## src/rtl/ddr3_init_pkg.sv

```systemverilog
package ddr3_init_pkg;

  typedef enum logic [2:0] {
    ST_RST,
    ST_CKEL,
    ST_XPR,
    ST_MRS,
    ST_ZQ,
    ST_DONE
  } seq_state_e;

  typedef enum logic [1:0] {
    CMD_NOP,
    CMD_MRS,
    CMD_ZQCL
  } seq_cmd_e;

  typedef struct packed {
    logic cs_n;
    logic ras_n;
    logic cas_n;
    logic we_n;
  } cmd_pins_t;

  function automatic int unsigned imax(input int unsigned a, input int unsigned b);
    return (a > b) ? a : b;
  endfunction

  // Write slot (0..3) to mode register number: 2, 3, 1, 0
  function automatic logic [1:0] mr_of_slot(input logic [1:0] slot);
    case (slot)
      2'd0:    return 2'd2;
      2'd1:    return 2'd3;
      2'd2:    return 2'd1;
      default: return 2'd0;
    endcase
  endfunction

endpackage

```

## src/rtl/ddr3_init_timer.sv

```systemverilog
module ddr3_init_timer #(
  parameter int unsigned CNT_W = 8
) (
  input  logic             clk,
  input  logic             load,
  input  logic [CNT_W-1:0] load_val,
  output logic             zero
);

  logic [CNT_W-1:0] cnt;

  always_ff @(posedge clk) begin
    if (load)
      cnt <= load_val;
    else if (cnt != '0)
      cnt <= cnt - CNT_W'(1);
  end

  assign zero = (cnt == '0);

endmodule

```

## src/rtl/ddr3_mr_pick.sv

```systemverilog
module ddr3_mr_pick
  import ddr3_init_pkg::*;
#(
  parameter int unsigned ADDR_W = 14,
  parameter int unsigned BA_W   = 3
) (
  input  logic [1:0]        slot,
  input  logic [ADDR_W-1:0] mr0,
  input  logic [ADDR_W-1:0] mr1,
  input  logic [ADDR_W-1:0] mr2,
  input  logic [ADDR_W-1:0] mr3,
  output logic [BA_W-1:0]   sel_ba,
  output logic [ADDR_W-1:0] sel_val
);

  logic [1:0] reg_no;

  always_comb begin
    reg_no = mr_of_slot(slot);
    sel_ba = BA_W'(reg_no);
    case (reg_no)
      2'd0:    sel_val = mr0;
      2'd1:    sel_val = mr1;
      2'd2:    sel_val = mr2;
      default: sel_val = mr3;
    endcase
  end

endmodule

```

## src/rtl/ddr3_cmd_enc.sv

```systemverilog
module ddr3_cmd_enc
  import ddr3_init_pkg::*;
#(
  parameter int unsigned ADDR_W = 14,
  parameter int unsigned BA_W   = 3
) (
  input  seq_cmd_e          cmd,
  input  logic [BA_W-1:0]   mrs_ba,
  input  logic [ADDR_W-1:0] mrs_val,
  output cmd_pins_t         pins,
  output logic [BA_W-1:0]   ba,
  output logic [ADDR_W-1:0] addr
);

  localparam int unsigned ZQ_LONG_BIT = 10;

  always_comb begin
    pins = '{cs_n: 1'b0, ras_n: 1'b1, cas_n: 1'b1, we_n: 1'b1};
    ba   = '0;
    addr = '0;
    case (cmd)
      CMD_MRS: begin
        pins = '{cs_n: 1'b0, ras_n: 1'b0, cas_n: 1'b0, we_n: 1'b0};
        ba   = mrs_ba;
        addr = mrs_val;
      end
      CMD_ZQCL: begin
        pins = '{cs_n: 1'b0, ras_n: 1'b1, cas_n: 1'b1, we_n: 1'b0};
        addr[ZQ_LONG_BIT] = 1'b1;
      end
      default: ;
    endcase
  end

endmodule

```

## src/rtl/ddr3_init_seq.sv

```systemverilog
module ddr3_init_seq
  import ddr3_init_pkg::*;
#(
  parameter int unsigned T_RST_COLD = 80000,
  parameter int unsigned T_RST_WARM = 40,
  parameter int unsigned T_CKE_PRE  = 4,
  parameter int unsigned T_CKE_WAIT = 200000,
  parameter int unsigned T_CLK_10NS = 4,
  parameter int unsigned T_XS       = 108,
  parameter int unsigned T_MRD      = 4,
  parameter int unsigned T_MOD      = 12,
  parameter int unsigned T_DLLK     = 512,
  parameter int unsigned T_ZQINIT   = 512,
  parameter int unsigned ADDR_W     = 14,
  parameter int unsigned BA_W       = 3
) (
  input  logic              clk,
  input  logic              rst,
  input  logic              warm_req,
  input  logic [ADDR_W-1:0] mr0,
  input  logic [ADDR_W-1:0] mr1,
  input  logic [ADDR_W-1:0] mr2,
  input  logic [ADDR_W-1:0] mr3,
  output logic              dram_rst_n,
  output logic              dram_cke,
  output logic              dram_cs_n,
  output logic              dram_ras_n,
  output logic              dram_cas_n,
  output logic              dram_we_n,
  output logic [BA_W-1:0]   dram_ba,
  output logic [ADDR_W-1:0] dram_addr,
  output logic              init_done
);

  // Folded intervals, all in controller cycles
  localparam int unsigned RST_WARM_CYC = imax(T_RST_WARM, T_CKE_PRE);
  localparam int unsigned CLK_STB_CYC  = imax(T_CLK_10NS, 5);
  localparam int unsigned CKEL_CYC     = imax(T_CKE_WAIT, CLK_STB_CYC);
  localparam int unsigned XPR_CYC      = imax(T_XS, 5);
  localparam int unsigned ZQW_CYC      = imax(T_DLLK, T_ZQINIT);
  localparam int unsigned MAX_CYC      = imax(imax(imax(T_RST_COLD, RST_WARM_CYC), imax(CKEL_CYC, XPR_CYC)),
                                              imax(imax(T_MRD, T_MOD), ZQW_CYC));
  localparam int unsigned CNT_W        = $clog2(MAX_CYC + 1);

  seq_state_e        st_q, st_n;
  logic [1:0]        slot_q, slot_n;
  logic              rstn_q, rstn_n;
  logic              cke_q, cke_n;
  logic              done_q, done_n;
  seq_cmd_e          cmd_n;
  logic              ld;
  logic [CNT_W-1:0]  ld_val;
  logic              tmr_zero;

  logic [BA_W-1:0]   pick_ba;
  logic [ADDR_W-1:0] pick_val;
  cmd_pins_t         pins_n;
  logic [BA_W-1:0]   ba_n;
  logic [ADDR_W-1:0] addr_n;

  ddr3_init_timer #(.CNT_W(CNT_W)) u_timer (
    .clk      (clk),
    .load     (ld),
    .load_val (ld_val),
    .zero     (tmr_zero)
  );

  ddr3_mr_pick #(.ADDR_W(ADDR_W), .BA_W(BA_W)) u_pick (
    .slot    (slot_n),
    .mr0     (mr0),
    .mr1     (mr1),
    .mr2     (mr2),
    .mr3     (mr3),
    .sel_ba  (pick_ba),
    .sel_val (pick_val)
  );

  ddr3_cmd_enc #(.ADDR_W(ADDR_W), .BA_W(BA_W)) u_enc (
    .cmd     (cmd_n),
    .mrs_ba  (pick_ba),
    .mrs_val (pick_val),
    .pins    (pins_n),
    .ba      (ba_n),
    .addr    (addr_n)
  );

  always_comb begin
    st_n   = st_q;
    slot_n = slot_q;
    rstn_n = rstn_q;
    cke_n  = cke_q;
    done_n = done_q;
    cmd_n  = CMD_NOP;
    ld     = 1'b0;
    ld_val = '0;
    if (rst || warm_req) begin
      st_n   = ST_RST;
      slot_n = 2'd0;
      rstn_n = 1'b0;
      cke_n  = 1'b0;
      done_n = 1'b0;
      ld     = 1'b1;
      ld_val = rst ? CNT_W'(T_RST_COLD - 1) : CNT_W'(RST_WARM_CYC - 1);
    end else if (tmr_zero) begin
      case (st_q)
        ST_RST: begin
          st_n   = ST_CKEL;
          rstn_n = 1'b1;
          ld     = 1'b1;
          ld_val = CNT_W'(CKEL_CYC - 1);
        end
        ST_CKEL: begin
          st_n   = ST_XPR;
          cke_n  = 1'b1;
          ld     = 1'b1;
          ld_val = CNT_W'(XPR_CYC - 1);
        end
        ST_XPR: begin
          st_n   = ST_MRS;
          slot_n = 2'd0;
          cmd_n  = CMD_MRS;
          ld     = 1'b1;
          ld_val = CNT_W'(T_MRD - 1);
        end
        ST_MRS: begin
          ld = 1'b1;
          if (slot_q == 2'd3) begin
            st_n   = ST_ZQ;
            cmd_n  = CMD_ZQCL;
            ld_val = CNT_W'(ZQW_CYC - 1);
          end else begin
            slot_n = slot_q + 2'd1;
            cmd_n  = CMD_MRS;
            // the last write is followed by the mode-update wait
            ld_val = (slot_n == 2'd3) ? CNT_W'(T_MOD - 1) : CNT_W'(T_MRD - 1);
          end
        end
        ST_ZQ: begin
          st_n   = ST_DONE;
          done_n = 1'b1;
        end
        default: ;
      endcase
    end
  end

  always_ff @(posedge clk) begin
    st_q       <= st_n;
    slot_q     <= slot_n;
    rstn_q     <= rstn_n;
    cke_q      <= cke_n;
    done_q     <= done_n;
    dram_cs_n  <= pins_n.cs_n;
    dram_ras_n <= pins_n.ras_n;
    dram_cas_n <= pins_n.cas_n;
    dram_we_n  <= pins_n.we_n;
    dram_ba    <= ba_n;
    dram_addr  <= addr_n;
  end

  assign dram_rst_n = rstn_q;
  assign dram_cke   = cke_q;
  assign init_done  = done_q;

endmodule

```

## config.mk

```make
export PLATFORM = sky130hd
export DESIGN_NAME = ddr3_init_seq
export DESIGN_NICKNAME = d
export VERILOG_FILES = /design/src/rtl/ddr3_init_pkg.sv /design/src/rtl/ddr3_init_timer.sv /design/src/rtl/ddr3_mr_pick.sv /design/src/rtl/ddr3_cmd_enc.sv /design/src/rtl/ddr3_init_seq.sv
export SDC_FILE = /design/constraint.sdc
export NUM_CORES = 1
export LEC_CHECK = 0
export BUFFER_PORTS_ARGS = -buffer_cell sky130_fd_sc_hd__buf_2
export CAP_MARGIN = 20
export CORE_MARGIN = 2
export CORE_UTILIZATION = 41
export CTS_CLUSTER_SIZE = 16
export DETAILED_ROUTE_END_ITERATION = 8
export HOLD_SLACK_MARGIN = 0.06
export MAX_ROUTING_LAYER = met4
export PLACE_DENSITY = 0.68
export SKIP_CTS_REPAIR_TIMING = 1
export SLEW_MARGIN = 20
export SYNTH_ARGS = -nofsm -noshare
export SYNTH_HDL_FRONTEND = slang
export SYNTH_SLANG_ARGS = --single-unit
```

## constraint.sdc

```tcl
create_clock -name clk -period 4.6 [get_ports clk]
set_input_delay 0.46 -clock clk [delete_from_list [all_inputs] [get_ports clk]]
set_output_delay 0.46 -clock clk [all_outputs]
set_load 0.05 [all_outputs]
```

-- Yosys cells after proc, flatten, opt, wreduce, memory -nomap -nowiden
Index checks and enable logic that the tools add are counted.
- $add $sub $neg: 2
- eq/ne operators: 13
- multiplexer cells: 25
- reductions and logical operators: 13
- operator list (kind ; number):
    two-way mux 18 bit ; 4
    case mux 18 bit (4 select lines) ; 1
    case mux 14 bit (3 select lines) ; 1
    zero test 18 bit ; 1
    nonzero test 18 bit ; 1
    subtractor 18 x 1 -> 18 bit (second input constant) ; 1
    two-way mux 17 bit ; 1
    case mux 3 bit (5 select lines) ; 1
    two-way mux 2 bit ; 6
    == test 2 bit (second input constant) ; 5
    two-way mux 9 bit ; 1
    case mux 2 bit (2 select lines) ; 2
    == test 2 x 1 -> 1 bit (second input constant) ; 3
    == test 3 x 2 -> 1 bit (second input constant) ; 2
    case mux 2 bit (3 select lines) ; 1
    case mux 3 bit (2 select lines) ; 1
    AND reduction 2 bit ; 3
    nonzero test 5 bit ; 1
    zero test 2 bit ; 2
    two-way mux 4 bit ; 1
    OR reduction 4 bit ; 1
    == test 3 x 1 -> 1 bit (second input constant) ; 1
    == test 3 bit (second input constant) ; 1
    zero test 3 bit ; 1
    8 further kinds ; 10
- bits in registers: 47
- input bits: 59

-- Depth between registers and ports, before layout
- word-level depth: 10
- gate-level depth with buffers: 13
- depth with buffers taken out: 12

-- By module
From an unflattened synthesis, not the netlist that was laid out.
- cell total of the unflattened synthesis: 277
- area, all modules: 2640.0 um^2
- by module, submodules not included (module ; instances ; cells an instance ; area an instance (um^2)):
    ddr3_init_timer ; 1 ; 107 ; 1066.0
    ddr3_init_seq ; 1 ; 84 ; 909.6
    ddr3_mr_pick ; 1 ; 59 ; 474.2
    ddr3_cmd_enc ; 1 ; 27 ; 190.2

-- Worst setup path after synthesis
OpenSTA, ideal clock, no wires.
- kind: register -> register
- start: register u_timer.cnt[0]
- end: register dram_addr[13]
- arrival: 2.956 ns
- required time: 4.473 ns
- path slack: 1.517 ns
- cell stages (with the launch flop): 14
- buffers on the path: 1
- path through: edfxtp_1 inv_1 ha_1 nor4b_4 nand2_2 nor4_2 mux2_2 nand2b_1 ha_1 clkbuf_1 a222oi_1 nor2_1 a21oi_1 nor2_1
- longest elaborated chain between the ends: 7
- ends and longest elaborated chain (item ; line ; RTL):
    from (decl) ; ddr3_init_timer.sv:10 ; logic [CNT_W-1:0] cnt;
    from (signal assigned) ; ddr3_init_timer.sv:14 ; cnt <= load_val;
    from (signal assigned) ; ddr3_init_timer.sv:16 ; cnt <= cnt - CNT_W'(1);
    zero test 18 bit * ; ddr3_init_timer.sv:19 ; assign zero = (cnt == '0);
    two-way mux 2 bit ; ddr3_init_seq.sv:104 ; end else if (tmr_zero) begin
    two-way mux 2 bit ; ddr3_init_seq.sv:96 ; if (rst || warm_req) begin
    == test 2 bit, or another cell as far along ; ddr3_init_pkg.sv:31 ; case (slot)
    case mux 2 bit (3 select lines) ; ddr3_init_pkg.sv:31 ;
    == test 2 bit, or another cell as far along ; ddr3_mr_pick.sv:21 ; case (reg_no)
    case mux 14 bit (3 select lines) ; ddr3_mr_pick.sv:21 ;
    to (signal assigned) ; ddr3_init_seq.sv:158 ; dram_addr <= addr_n;
    to (decl) ; ddr3_init_seq.sv:31 ; output logic [ADDR_W-1:0] dram_addr,
Mark *: on every way between the ends. The rest lies on a longest branch, timed or not.
A chain may end at the register's enable or synchronous reset.

-- Final worst setup path
- start: register u_timer.cnt[0]
- end: register dram_addr[10]
- longest elaborated chain between the ends: 8
- ends and longest elaborated chain (item ; line ; RTL):
    zero test 18 bit * ; ddr3_init_timer.sv:19 ;
    two-way mux 2 bit * ; ddr3_init_seq.sv:104 ;
    two-way mux 2 bit * ; ddr3_init_seq.sv:96 ;
    net slot_n[0] ; ddr3_init_seq.sv:46 ; logic [1:0] slot_q, slot_n;
    == test 2 bit, or another cell as far along ; ddr3_init_pkg.sv:31 ;
    case mux 2 bit (3 select lines) * ; ddr3_init_pkg.sv:31 ;
    == test 2 bit, or another cell as far along ; ddr3_mr_pick.sv:21 ;
    case mux 14 bit (3 select lines) * ; ddr3_mr_pick.sv:21 ;
    case mux 1 bit (2 select lines) * ; ddr3_cmd_enc.sv:21 ; case (cmd)
    net addr_n[10] ; ddr3_init_seq.sv:59 ; logic [ADDR_W-1:0] addr_n;
The timed path passes the listed nets; every way through them passes the cells marked *.

==> reports/metrics.cfg <==
[worst_setup_path]
ff2ff_path_depth=11
cp.arrival_ns=3.76
startpoint_type=flop
crit_fanout=28
crit_type=flop to flop
end_kind=flop
cp.required_ns=4.80

[synth]
ys_types=45
synth.avg_cell_area_um2=9.25
async_flop_share=0
syn_area_um2=2380
synthMuxAreaShare=0.00473
yosysWarnings=0
syn_inst=257
seq_area_frac_synth=0.446
yosys-top-cells-area=edfxtp_1 (23%), dfxtp_1 (22%), nor2_1 (7.7%), a222oi_1 (5.9%), ha_1 (4.7%)
synth.most_common_cell=nor2_1
synthTopCellsByCount=nor2_1 (49), dfxtp_1 (26), a21oi_1 (21), edfxtp_1 (18), a222oi_1 (14)
synthFlopType=dfxtp_1
yosys.area_share.adder=0.0473
yosys.area.top_type=edfxtp_1
synth_top_area_frac=0.227
synth_compound_area_frac=0.170
synth_edf_count=18
ys_seq_elements=44
synthSimpleGateAreaFrac=0.228
synth_top_family_by_area=simple AND/OR/NAND/NOR gates
synth_xor_xnor_area_share=0.0516

[pwr]
cellPowerDensity_nw_per_um2=260
p_leak_uw=0.00118
ir_drop_uv=120

[sta]
slew_headroom=0.389
whs_ns=0.386
fin_setup_tns_ns=0
worstMarginPinSlew_ns=0.914
max_freq_mhz=281
rsz0062_at_grt=no
clock_skew_ns=0.00855
drv_slew=0
layout_min_cycle_time_ns=3.56
setup_viol=0
hold_viol_final=0
fin_crit_sh=0.775

[floorplanning]
io_pins=83
start_util=0.429
floorplan.die_area_um2=6430
die_height_um=80.2
core_area_um2=5540
die_w_um=80.2
rows=27

[cells_and_area]
multi_input_area_um2=1210
drive_gt1_frac=0.312
diodes=0
syn2layout_area_growth_pct=21.7
fillerInstances=521
seq_area_um2=1060
fin_nets=394

[routing]
dr.pass1.iters=7
drt_iter0_drc=186
avgViaCountPerCell=5.37
routed_wl_mm=5.92
wl_per_cell_um=14.8
num_vias=2143
drc=0
ant_nets=0

[place]
gp_congestion=0.825
io_buffers=80
hpwl_mm=4.38

[grt]
grt_usage=0.191
grt_pass1_wl_mm=9.41
antenna_found_initial=0
grt_max_degree=29
first_global_vias=2012
grt_overflow=0

[outcome]
outcome=complete, no violations

[clocking]
clk_path_buf_depth=2
clk_pin_slew_ns=0.08
cts_root_buffer=clkbuf_8
cts_max_level=2
cts_tree=built
cts_buffers=5
cts_sinks=44
insertion_delay_ns=0.30

[flow_run]
cap_violations=0

[worst_hold_path]
holdPathStages=3
worstHoldPathType=primary input to flop

-- sequential cells by signal, summed over array words and instances, names as in the netlist --
name and count:
st_q 3, init_done 1, dram_ba 2, dram_rst_n 1, u_timer.cnt 18, slot_q 2, dram_cas_n 1, dram_we_n 1
dram_addr 14, dram_cke 1
-- per-stage QoR --
stage / instances / total power [µW] / setup WS [ns] / utilization / instance area (µm²)
final: 399 / 753 / 1.04 / 0.522 / 2890
after detailed placement: 391 / 487 / 1.05 / 0.504 / 2790
after floorplan: 258 / 457 / 1.52 / - / 2380
after global routing: 399 / 781 / 0.581 / 0.522 / 2890
after CTS: 399 / 758 / 1.01 / 0.522 / 2890
after global placement: 391 / 486 / 1.20 / 0.504 / 2790
-- path summary, 6_finish.rpt --
kind / startpoint / endpoint / slack [ns]
worst max register to register: u_timer.cnt[0]$_DFFE_PP_ / dram_addr[10]$_DFF_P_ / 1.04
worst min-delay path: mr3[0] / dram_addr[0]$_SDFF_PP0_ / 0.39
worst max-delay path: u_timer.cnt[0]$_DFFE_PP_ / dram_addr[10]$_DFF_P_ / 1.04
worst min register to register: dram_cke$_SDFFE_PN0P_ / dram_cke$_SDFFE_PN0P_ / 0.47
-- cells in the final DEF (no fill, tap or decap), types with 3 or more instances in the layout --
master    netlist  final
a211oi_1        4      4
nor4_2          3      3
ha_1            9      9
clkbuf_8        0      5
nor3_1         11     10
a211o_1         3      3
nand2_1        13     13
nor4_1          4      4
o31ai_1         5      5
o21ai_0         6      6
a21oi_1        21     21
or4_1           3      3
a222oi_1       14     14
xnor2_1         7      7
inv_1           8      8
nor2_1         49     49
xor2_1          7      7
edfxtp_1       18     18
buf_2           3     80
dfxtp_1        26     26
-- layout make-up --
class | count | area share
Multi-Input combinational cell | 186 | 0.417
Timing Repair Buffer | 80 | 0.138
Inverter | 9 | 0.0117
Clock buffer | 7 | 0.0337
Tap cell | 72 | 0.0311
Clock inverter | 1 | 0.00173
Sequential cell | 44 | 0.367
-- cell families after synthesis --
logic type,Yosys count
fa+ha+maj,9
other cells,1
flops,44
mux,1
compound gates,58
buf+inv,28
simple gates,102
xor+xnor,14
-- report_power, final --
part | internal (µW) | switching [µW]
logic | 32.3 | 29.5
registers | 409 | 7.61
clock network | 139 | 135
total | 581 | 172
-- metal layers --
metal,routed length (µm),part of all wire,track usage
met2,2930,0.50,0.320
met5,0,0,-
met1,2660,0.45,0.243
met3,276,0.047,0.0348
met4,47,0.0079,0.0407
-- critical path, cell delays in order (launching register included) --
cell and delay, ns:
edfxtp_1 0.42, inv_1 0.08, ha_1 0.22, nor4b_4 0.34, nand2_2 0.13, nor4_2 0.45
mux2_2 0.39, nor2_1 0.22, ha_1 0.75, o21ai_0 0.21, a21oi_1 0.18, nor2_1 0.06
(Power assumes the default switching activity.)
